$ cat config.mk
export PLATFORM = sky130hd
export DESIGN_NAME = lcd_timing_seq
export DESIGN_NICKNAME = d
export VERILOG_FILES = /design/src/rtl/lcd_seq_pkg.sv /design/src/rtl/lcd_pos_counter.sv /design/src/rtl/lcd_mode_decode.sv /design/src/rtl/lcd_event_gen.sv /design/src/rtl/lcd_timing_seq.sv
export SDC_FILE = /design/constraint.sdc
export NUM_CORES = 1
export LEC_CHECK = 0
export BUFFER_PORTS_ARGS = -buffer_cell sky130_fd_sc_hd__buf_2
export CORE_ASPECT_RATIO = 0.75
export CORE_MARGIN = 4
export CORE_UTILIZATION = 46
export CTS_CLUSTER_DIAMETER = 30
export DETAILED_ROUTE_END_ITERATION = 16
export PLACE_DENSITY_LB_ADDON = 0.1
export SLEW_MARGIN = 10
export SYNTH_ARGS = -nofsm -noshare
export SYNTH_HDL_FRONTEND = slang
export SYNTH_HIERARCHICAL = 1
export SYNTH_SLANG_ARGS = --single-unit
$ cat constraint.sdc
create_clock -name clk -period 1.96 [get_ports clk]
set_input_delay 0.49 -clock clk [delete_from_list [all_inputs] [get_ports clk]]
set_output_delay 0.49 -clock clk [all_outputs]
set_load 0.02 [all_outputs]
$ cat src/rtl/lcd_seq_pkg.sv
package lcd_seq_pkg;

  typedef enum logic [1:0] {
    LM_HBLANK = 2'd0,
    LM_VBLANK = 2'd1,
    LM_OAM    = 2'd2,
    LM_DRAW   = 2'd3
  } lcd_mode_e;

  localparam int CTRL_W      = 8;
  localparam int CTRL_EN_BIT = 7;
  localparam int LY_W        = 8;

endpackage

$ cat src/rtl/lcd_pos_counter.sv
module lcd_pos_counter #(
  parameter int DOTS_PER_LINE = 456,
  parameter int TOTAL_LINES   = 154,
  parameter int DOT_W         = $clog2(DOTS_PER_LINE),
  parameter int LY_W          = 8
) (
  input  logic            clk,
  input  logic            rst_n,
  input  logic            step,
  input  logic            restart,
  output logic [DOT_W-1:0] dot_q,
  output logic [LY_W-1:0]  ly_q,
  output logic [DOT_W-1:0] dot_nxt,
  output logic [LY_W-1:0]  ly_nxt,
  output logic            line_adv
);

  localparam logic [DOT_W-1:0] DOT_LAST  = DOT_W'(DOTS_PER_LINE - 1);
  localparam logic [LY_W-1:0]  LINE_LAST = LY_W'(TOTAL_LINES - 1);

  logic pos_en;

  // next-state
  always_comb begin
    dot_nxt  = dot_q;
    ly_nxt   = ly_q;
    line_adv = 1'b0;
    if (restart) begin
      dot_nxt = '0;
      ly_nxt  = '0;
    end else if (step) begin
      if (dot_q == DOT_LAST) begin
        dot_nxt  = '0;
        line_adv = 1'b1;
        if (ly_q == LINE_LAST) begin
          ly_nxt = '0;
        end else begin
          ly_nxt = ly_q + 1'b1;
        end
      end else begin
        dot_nxt = dot_q + 1'b1;
      end
    end
  end

  assign pos_en = restart | step;

  // registers
  always_ff @(posedge clk or negedge rst_n) begin
    if (!rst_n) begin
      dot_q <= '0;
      ly_q  <= '0;
    end else if (pos_en) begin
      dot_q <= dot_nxt;
      ly_q  <= ly_nxt;
    end
  end

endmodule

$ cat src/rtl/lcd_mode_decode.sv
module lcd_mode_decode
  import lcd_seq_pkg::*;
#(
  parameter int DOTS_PER_LINE = 456,
  parameter int VIS_LINES     = 144,
  parameter int DRAW_START    = 81,
  parameter int HBLANK_START  = 253,
  parameter int DOT_W         = $clog2(DOTS_PER_LINE),
  parameter int LY_W          = 8
) (
  input  logic [DOT_W-1:0] dot,
  input  logic [LY_W-1:0]  ly,
  output lcd_mode_e        mode,
  output logic             oam_entry,
  output logic             hblank_entry,
  output logic             vblank_entry
);

  localparam logic [DOT_W-1:0] DOT_DRAW = DOT_W'(DRAW_START);
  localparam logic [DOT_W-1:0] DOT_HBL  = DOT_W'(HBLANK_START);
  localparam logic [LY_W-1:0]  LY_VBL   = LY_W'(VIS_LINES);

  logic visible;
  logic at_line_start;

  assign visible       = (ly < LY_VBL);
  assign at_line_start = (dot == '0);

  always_comb begin
    if (!visible) begin
      mode = LM_VBLANK;
    end else if (dot < DOT_DRAW) begin
      mode = LM_OAM;
    end else if (dot < DOT_HBL) begin
      mode = LM_DRAW;
    end else begin
      mode = LM_HBLANK;
    end
  end

  assign oam_entry    = visible & at_line_start;
  assign hblank_entry = visible & (dot == DOT_HBL);
  assign vblank_entry = (ly == LY_VBL) & at_line_start;

endmodule

$ cat src/rtl/lcd_event_gen.sv
module lcd_event_gen
  import lcd_seq_pkg::*;
#(
  parameter int LY_W = 8
) (
  input  logic            clk,
  input  logic            rst_n,
  input  logic            step,
  input  logic            restart,
  input  logic            line_adv,
  input  lcd_mode_e       mode_nxt,
  input  logic            oam_entry,
  input  logic            hblank_entry,
  input  logic            vblank_entry,
  input  logic [LY_W-1:0] ly_nxt,
  input  logic [LY_W-1:0] lyc,
  output lcd_mode_e       mode_q,
  output logic            coinc_q,
  output logic            irq_stat_q,
  output logic            irq_vblank_q
);

  logic ly_hit;
  logic mode_en;
  logic coinc_en;
  logic irq_stat_d;
  logic irq_vblank_d;

  // next-state
  always_comb begin
    ly_hit       = (ly_nxt == lyc);
    mode_en      = restart | step;
    coinc_en     = restart | line_adv;
    irq_stat_d   = step & (oam_entry | hblank_entry | (line_adv & ly_hit));
    irq_vblank_d = step & vblank_entry;
  end

  // registers
  always_ff @(posedge clk or negedge rst_n) begin
    if (!rst_n) begin
      mode_q <= LM_HBLANK;
    end else if (mode_en) begin
      mode_q <= mode_nxt;
    end
  end

  always_ff @(posedge clk or negedge rst_n) begin
    if (!rst_n) begin
      coinc_q <= 1'b0;
    end else if (coinc_en) begin
      coinc_q <= ly_hit;
    end
  end

  always_ff @(posedge clk or negedge rst_n) begin
    if (!rst_n) begin
      irq_stat_q   <= 1'b0;
      irq_vblank_q <= 1'b0;
    end else begin
      irq_stat_q   <= irq_stat_d;
      irq_vblank_q <= irq_vblank_d;
    end
  end

endmodule

$ cat src/rtl/lcd_timing_seq.sv
module lcd_timing_seq
  import lcd_seq_pkg::*;
#(
  parameter int DOTS_PER_LINE = 456,
  parameter int VIS_LINES     = 144,
  parameter int TOTAL_LINES   = 154,
  parameter int DRAW_START    = 81,
  parameter int HBLANK_START  = 253
) (
  input  logic                             clk,
  input  logic                             rst_n,
  input  logic                             ctrl_wr,
  input  logic [7:0]                       ctrl_wdata,
  input  logic [7:0]                       lyc,
  output logic [7:0]                       ctrl_q,
  output logic [7:0]                       ly,
  output logic [$clog2(DOTS_PER_LINE)-1:0] dot,
  output logic [1:0]                       stat_mode,
  output logic                             stat_coinc,
  output logic                             irq_vblank,
  output logic                             irq_stat
);

  localparam int DOT_W = $clog2(DOTS_PER_LINE);
  localparam int SYNC_STAGES = 2;

  // reset: asserted asynchronously, released on a clock edge
  logic [SYNC_STAGES-1:0] rst_sync_q;
  logic                   rst_int_n;

  always_ff @(posedge clk or negedge rst_n) begin
    if (!rst_n) begin
      rst_sync_q <= '0;
    end else begin
      rst_sync_q <= {rst_sync_q[SYNC_STAGES-2:0], 1'b1};
    end
  end

  assign rst_int_n = rst_sync_q[SYNC_STAGES-1];

  // control register
  logic [CTRL_W-1:0] ctrl_d;
  logic              lcd_on;
  logic              step;
  logic              restart;

  always_comb begin
    ctrl_d  = ctrl_wr ? ctrl_wdata : ctrl_q;
    lcd_on  = ctrl_q[CTRL_EN_BIT];
    step    = lcd_on & ~ctrl_wr;
    restart = ctrl_wr & ctrl_wdata[CTRL_EN_BIT];
  end

  always_ff @(posedge clk or negedge rst_int_n) begin
    if (!rst_int_n) begin
      ctrl_q <= '0;
    end else if (ctrl_wr) begin
      ctrl_q <= ctrl_d;
    end
  end

  // raster position
  logic [DOT_W-1:0] dot_nxt;
  logic [LY_W-1:0]  ly_nxt;
  logic             line_adv;

  lcd_pos_counter #(
    .DOTS_PER_LINE (DOTS_PER_LINE),
    .TOTAL_LINES   (TOTAL_LINES),
    .DOT_W         (DOT_W),
    .LY_W          (LY_W)
  ) u_pos (
    .clk      (clk),
    .rst_n    (rst_int_n),
    .step     (step),
    .restart  (restart),
    .dot_q    (dot),
    .ly_q     (ly),
    .dot_nxt  (dot_nxt),
    .ly_nxt   (ly_nxt),
    .line_adv (line_adv)
  );

  // mode of the position about to be entered
  lcd_mode_e mode_nxt;
  lcd_mode_e mode_q;
  logic      oam_entry;
  logic      hblank_entry;
  logic      vblank_entry;

  lcd_mode_decode #(
    .DOTS_PER_LINE (DOTS_PER_LINE),
    .VIS_LINES     (VIS_LINES),
    .DRAW_START    (DRAW_START),
    .HBLANK_START  (HBLANK_START),
    .DOT_W         (DOT_W),
    .LY_W          (LY_W)
  ) u_dec (
    .dot          (dot_nxt),
    .ly           (ly_nxt),
    .mode         (mode_nxt),
    .oam_entry    (oam_entry),
    .hblank_entry (hblank_entry),
    .vblank_entry (vblank_entry)
  );

  lcd_event_gen #(
    .LY_W (LY_W)
  ) u_evt (
    .clk          (clk),
    .rst_n        (rst_int_n),
    .step         (step),
    .restart      (restart),
    .line_adv     (line_adv),
    .mode_nxt     (mode_nxt),
    .oam_entry    (oam_entry),
    .hblank_entry (hblank_entry),
    .vblank_entry (vblank_entry),
    .ly_nxt       (ly_nxt),
    .lyc          (lyc),
    .mode_q       (mode_q),
    .coinc_q      (stat_coinc),
    .irq_stat_q   (irq_stat),
    .irq_vblank_q (irq_vblank)
  );

  assign stat_mode = mode_q;

endmodule

==> metrics.json <==
{
  "cts": {
    "clock_tree.htree_level_count": 2,
    "numCtsBuffers": 5,
    "cts_tree": "built",
    "clk_path_buf_depth": 2,
    "clkSlewWorstSetupHoldPaths_ns": 0.07,
    "cts_sinks": 32,
    "cts.root.buffer_cell": "sky130_fd_sc_hd__clkbuf_8",
    "worst_skew_pair.late_latency_ns": 0.29
  },
  "synth": {
    "synth.cell_area_mm2": 0.00190,
    "avgSynthCellArea_um2": 9.52,
    "postSynthNetCount": 222,
    "synth_enable_flop_cells": 0,
    "yosys_most_used_dff": "sky130_fd_sc_hd__dfrtp_1",
    "post_synth_cell_types": 46,
    "sequential_cell_area_fraction_in_the_yosys_report": 0.421,
    "synth_async_sr_flop_share": 1.00,
    "post_synth_inst_count": 200,
    "yosysWarnings": 6,
    "synth-seq-cells": 32
  },
  "flow_run": {
    "drv_cap": 0
  },
  "place": {
    "dpl_cell_area_mm2": 0.00269,
    "port_buffers": 48,
    "dp_hpwl_um": 4250,
    "dp_worst_setup_slack_ns": -0.659,
    "place_congestion": 0.877,
    "placed_cells": 349
  },
  "run_status": {
    "status": "finished, violations left",
    "violations_in_the_final_reports": "setup timing"
  },
  "floorplanning": {
    "die_w_um": 82.3,
    "coreArea_mm2": 0.00383,
    "placementRows": 19,
    "die_area_mm2": 0.00524,
    "ios": 49,
    "die_height_um": 63.7,
    "initial_core_util": 0.497
  },
  "timing": {
    "finClkSkew_ns": 0.00840,
    "rsz_0062_raised_after_global_routing": "true",
    "worst_setup_slack_final_ns": -0.536,
    "slew_violations": 0,
    "achievable-frequency_mhz": 401,
    "finalHoldViolations": 0,
    "setup-tns-final_ns": -2.56,
    "slew-limit-headroom": 0.656,
    "layout_worst_path_cycle_share": 1.27,
    "setup_viol": 5,
    "worst_pin_slew_ns": 0.516,
    "timing.final.crit_period_ns": 2.50
  },
  "pwr": {
    "peakVddDrop_mv": 0.532,
    "power_switching_share": 0.283,
    "p_switching_w": 0.000467,
    "p_leak_nw": 1.50,
    "comb_power_share": 0.220,
    "power_frac_seq": 0.436,
    "power_per_cell_area_mw_per_mm2": 529,
    "internal_power_w": 0.00118,
    "p_clk_frac": 0.343
  },
  "layout": {
    "n_antenna_cell": 0,
    "post_route_cells_drive_above_1_share": 0.560,
    "final_common_cell": "sky130_fd_sc_hd__buf_4",
    "syn_to_final_growth_pct": 63.9,
    "most-common-layout-cells": "70 x sky130_fd_sc_hd__buf_4, 49 x sky130_fd_sc_hd__buf_2, 27 x sky130_fd_sc_hd__dfrtp_1",
    "final_nets": 346,
    "post_layout_nonfiller_instances": 377,
    "layout.cell_area.non_filler_mm2": 0.00312
  },
  "setup_path": {
    "r2r_setup_slack_ns": -0.53,
    "worstSetupPathType": "input pin to flop",
    "timing.rr.start": "u_pos/dot_q[4]",
    "worstPathMaxFanout": 6,
    "worst_r2r_path_depth": 10,
    "setup.worst_path.start_class": "input pin",
    "cp-end-kind": "flop",
    "worst_ep_arrival_time_ns": 2.70,
    "rr_endpoint": "u_evt/irq_stat_q",
    "timing.critical_path.required_ns": 2.16
  },
  "grt": {
    "first_global_vias": 2018,
    "pin_count_of_the_biggest_net_entering_global_routing": 20,
    "grt_antenna_before_repair": 0,
    "grt_util_all_layers": 0.246,
    "grt.overflow.total": 0,
    "grt_first_pass_wirelength_um": 9750
  },
  "hold_path": {
    "worstHoldPathType": "flop to async pin"
  },
  "routing": {
    "detail_route.drc_violations": 0,
    "detail_route.wl_per_cell_um": 17.8,
    "drt_pass_1_iters": 5,
    "detailedRoute.firstIterationViolations": 196,
    "wirelength_um": 6710,
    "drt-vias-per-instance": 5.81,
    "vias": 2189,
    "detail-route-antenna-nets": 0
  }
}
## final cells by class
cell class              count  area, um^2
inverters                   4        15.0
clock buffers               8         100
multi-input cells         157        1300
well taps                  52        65.1
fillers                   226         708
flip-flops and latches     32         807
repair buffers            124         835
## sequential cells by signal, summed over array words and instances, names as in the netlist
register,cells
u_pos/dot_q,9
rst_sync_q,2
u_evt/mode_q,2
u_evt/irq_vblank_q,1
u_pos/ly_q,8
ctrl_q,8
u_evt/irq_stat_q,1
u_evt/coinc_q,1
## repair_timing
action                                  4_1_cts  5_1_grt
buffers inserted                             15        3
hold endpoints to repair                      2        0
endpoints found under the setup margin        5        5
cloned                                        0        1
hold buffers                                  1        0
pin swaps                                    24       15
resized for setup                            17       20
## per-stage QoR
stage	power [W]	hold slack [ns]	utilization
2_1_floorplan	0.000917	0.194	-
3_3_place_gp	0.00104	0.215	0.703
3_5_place_dp	0.00105	0.226	0.703
4_1_cts	0.00162	0.226	0.784
5_1_grt	0.00172	0.270	0.815
6_report	0.00165	0.212	0.815
## metal layers
| metal | track usage | vias to the layer above | wire length [um] |
|---|---|---|---|
| met5 | 0 | - | 0 |
| li1 | - | 973 | - |
| met4 | 0.0726 | 0 | 196 |
| met1 | 0.336 | 1048 | 2830 |
| met2 | 0.388 | 137 | 3140 |
| met3 | 0.0541 | 31 | 536 |
## worst max-delay path, stage by stage
cell and delay [ns]:
sky130_fd_sc_hd__buf_2 0.10, sky130_fd_sc_hd__and2b_2 0.28, sky130_fd_sc_hd__buf_4 0.14, sky130_fd_sc_hd__nand3_4 0.09, sky130_fd_sc_hd__nor3_4 0.18, sky130_fd_sc_hd__xnor2_2 0.16, sky130_fd_sc_hd__nor2_2 0.07, sky130_fd_sc_hd__or4_4 0.53
sky130_fd_sc_hd__or3_4 0.39, sky130_fd_sc_hd__nor2_2 0.13, sky130_fd_sc_hd__o21ai_1 0.07, sky130_fd_sc_hd__o31ai_1 0.06
## worst max path at each step
stage                   startpoint            endpoint  slack [ns]  depth (start not counted)
finish                     ctrl_wr    u_evt/irq_stat_q       -0.54                         12
global route        u_pos/dot_q[4]    u_evt/irq_stat_q       -0.65                         10
CTS                 u_pos/dot_q[4]  u_evt/irq_vblank_q       -0.42                         11
detailed placement         ctrl_wr    u_evt/irq_stat_q       -0.66                         10
global placement           ctrl_wr    u_evt/irq_stat_q       -0.57                         11
floorplan                  ctrl_wr    u_evt/irq_stat_q       -0.62                         12
## logic make-up (layout without fill, tap and decap cells)
kind of cell | after synthesis | after routing | synth area share
buffers and inverters | 11 | 136 | 0.0270
and+or+nand+nor | 97 | 97 | 0.276
xor gates and xnor gates | 15 | 15 | 0.0690
AOI/OAI and AO/OA | 30 | 30 | 0.105
DFF | 32 | 32 | 0.421
muxes | 11 | 11 | 0.0802
adders and majority gates | 3 | 3 | 0.0197
other | 1 | 1 | 0.00197
## Yosys cell counts (2+ instances only)
cell | instances | area, um^2
sky130_fd_sc_hd__o211ai_1 | 2 | 15.0
sky130_fd_sc_hd__mux2_2 | 2 | 22.5
sky130_fd_sc_hd__nor4b_1 | 2 | 17.5
sky130_fd_sc_hd__dfrtp_1 | 32 | 801
sky130_fd_sc_hd__a31oi_1 | 4 | 25.0
sky130_fd_sc_hd__or3_1 | 2 | 12.5
sky130_fd_sc_hd__o2111ai_1 | 2 | 17.5
sky130_fd_sc_hd__buf_2 | 2 | 10.0
sky130_fd_sc_hd__nand4_1 | 8 | 50.1
sky130_fd_sc_hd__and4b_1 | 2 | 20.0
sky130_fd_sc_hd__clkbuf_1 | 3 | 11.3
sky130_fd_sc_hd__o31a_1 | 2 | 17.5
sky130_fd_sc_hd__nor4_1 | 2 | 12.5
sky130_fd_sc_hd__a311oi_1 | 2 | 17.5
sky130_fd_sc_hd__a41oi_1 | 2 | 17.5
sky130_fd_sc_hd__nand2_1 | 17 | 63.8
sky130_fd_sc_hd__nand2b_1 | 3 | 18.8
sky130_fd_sc_hd__nor3_1 | 5 | 25.0
sky130_fd_sc_hd__a21oi_1 | 9 | 45.0
sky130_fd_sc_hd__inv_1 | 4 | 15.0
sky130_fd_sc_hd__mux2_4 | 8 | 120
sky130_fd_sc_hd__xnor2_1 | 12 | 105
sky130_fd_sc_hd__ha_1 | 3 | 37.5
sky130_fd_sc_hd__xor2_1 | 3 | 26.3
sky130_fd_sc_hd__nand3_1 | 12 | 60.1
sky130_fd_sc_hd__or3b_1 | 2 | 17.5
sky130_fd_sc_hd__or4_1 | 4 | 30.0
sky130_fd_sc_hd__nor2_1 | 26 | 97.6
sky130_fd_sc_hd__o31ai_1 | 3 | 22.5
sky130_fd_sc_hd__o21ai_0 | 3 | 15.0
sky130_fd_sc_hd__and3_1 | 2 | 12.5
## power groups by stage
stage | Sequential (W) | Clock [W] | Combinational (W)
5_1_grt | 0.000725 | 0.000606 | 0.000385
4_1_cts | 0.000720 | 0.000571 | 0.000327
2_1_floorplan | 0.000774 | 0 | 0.000143
3_5_place_dp | 0.000730 | 0 | 0.000318
3_3_place_gp | 0.000730 | 0 | 0.000310
6_report | 0.000721 | 0.000567 | 0.000364
(Power assumes the default switching activity.)
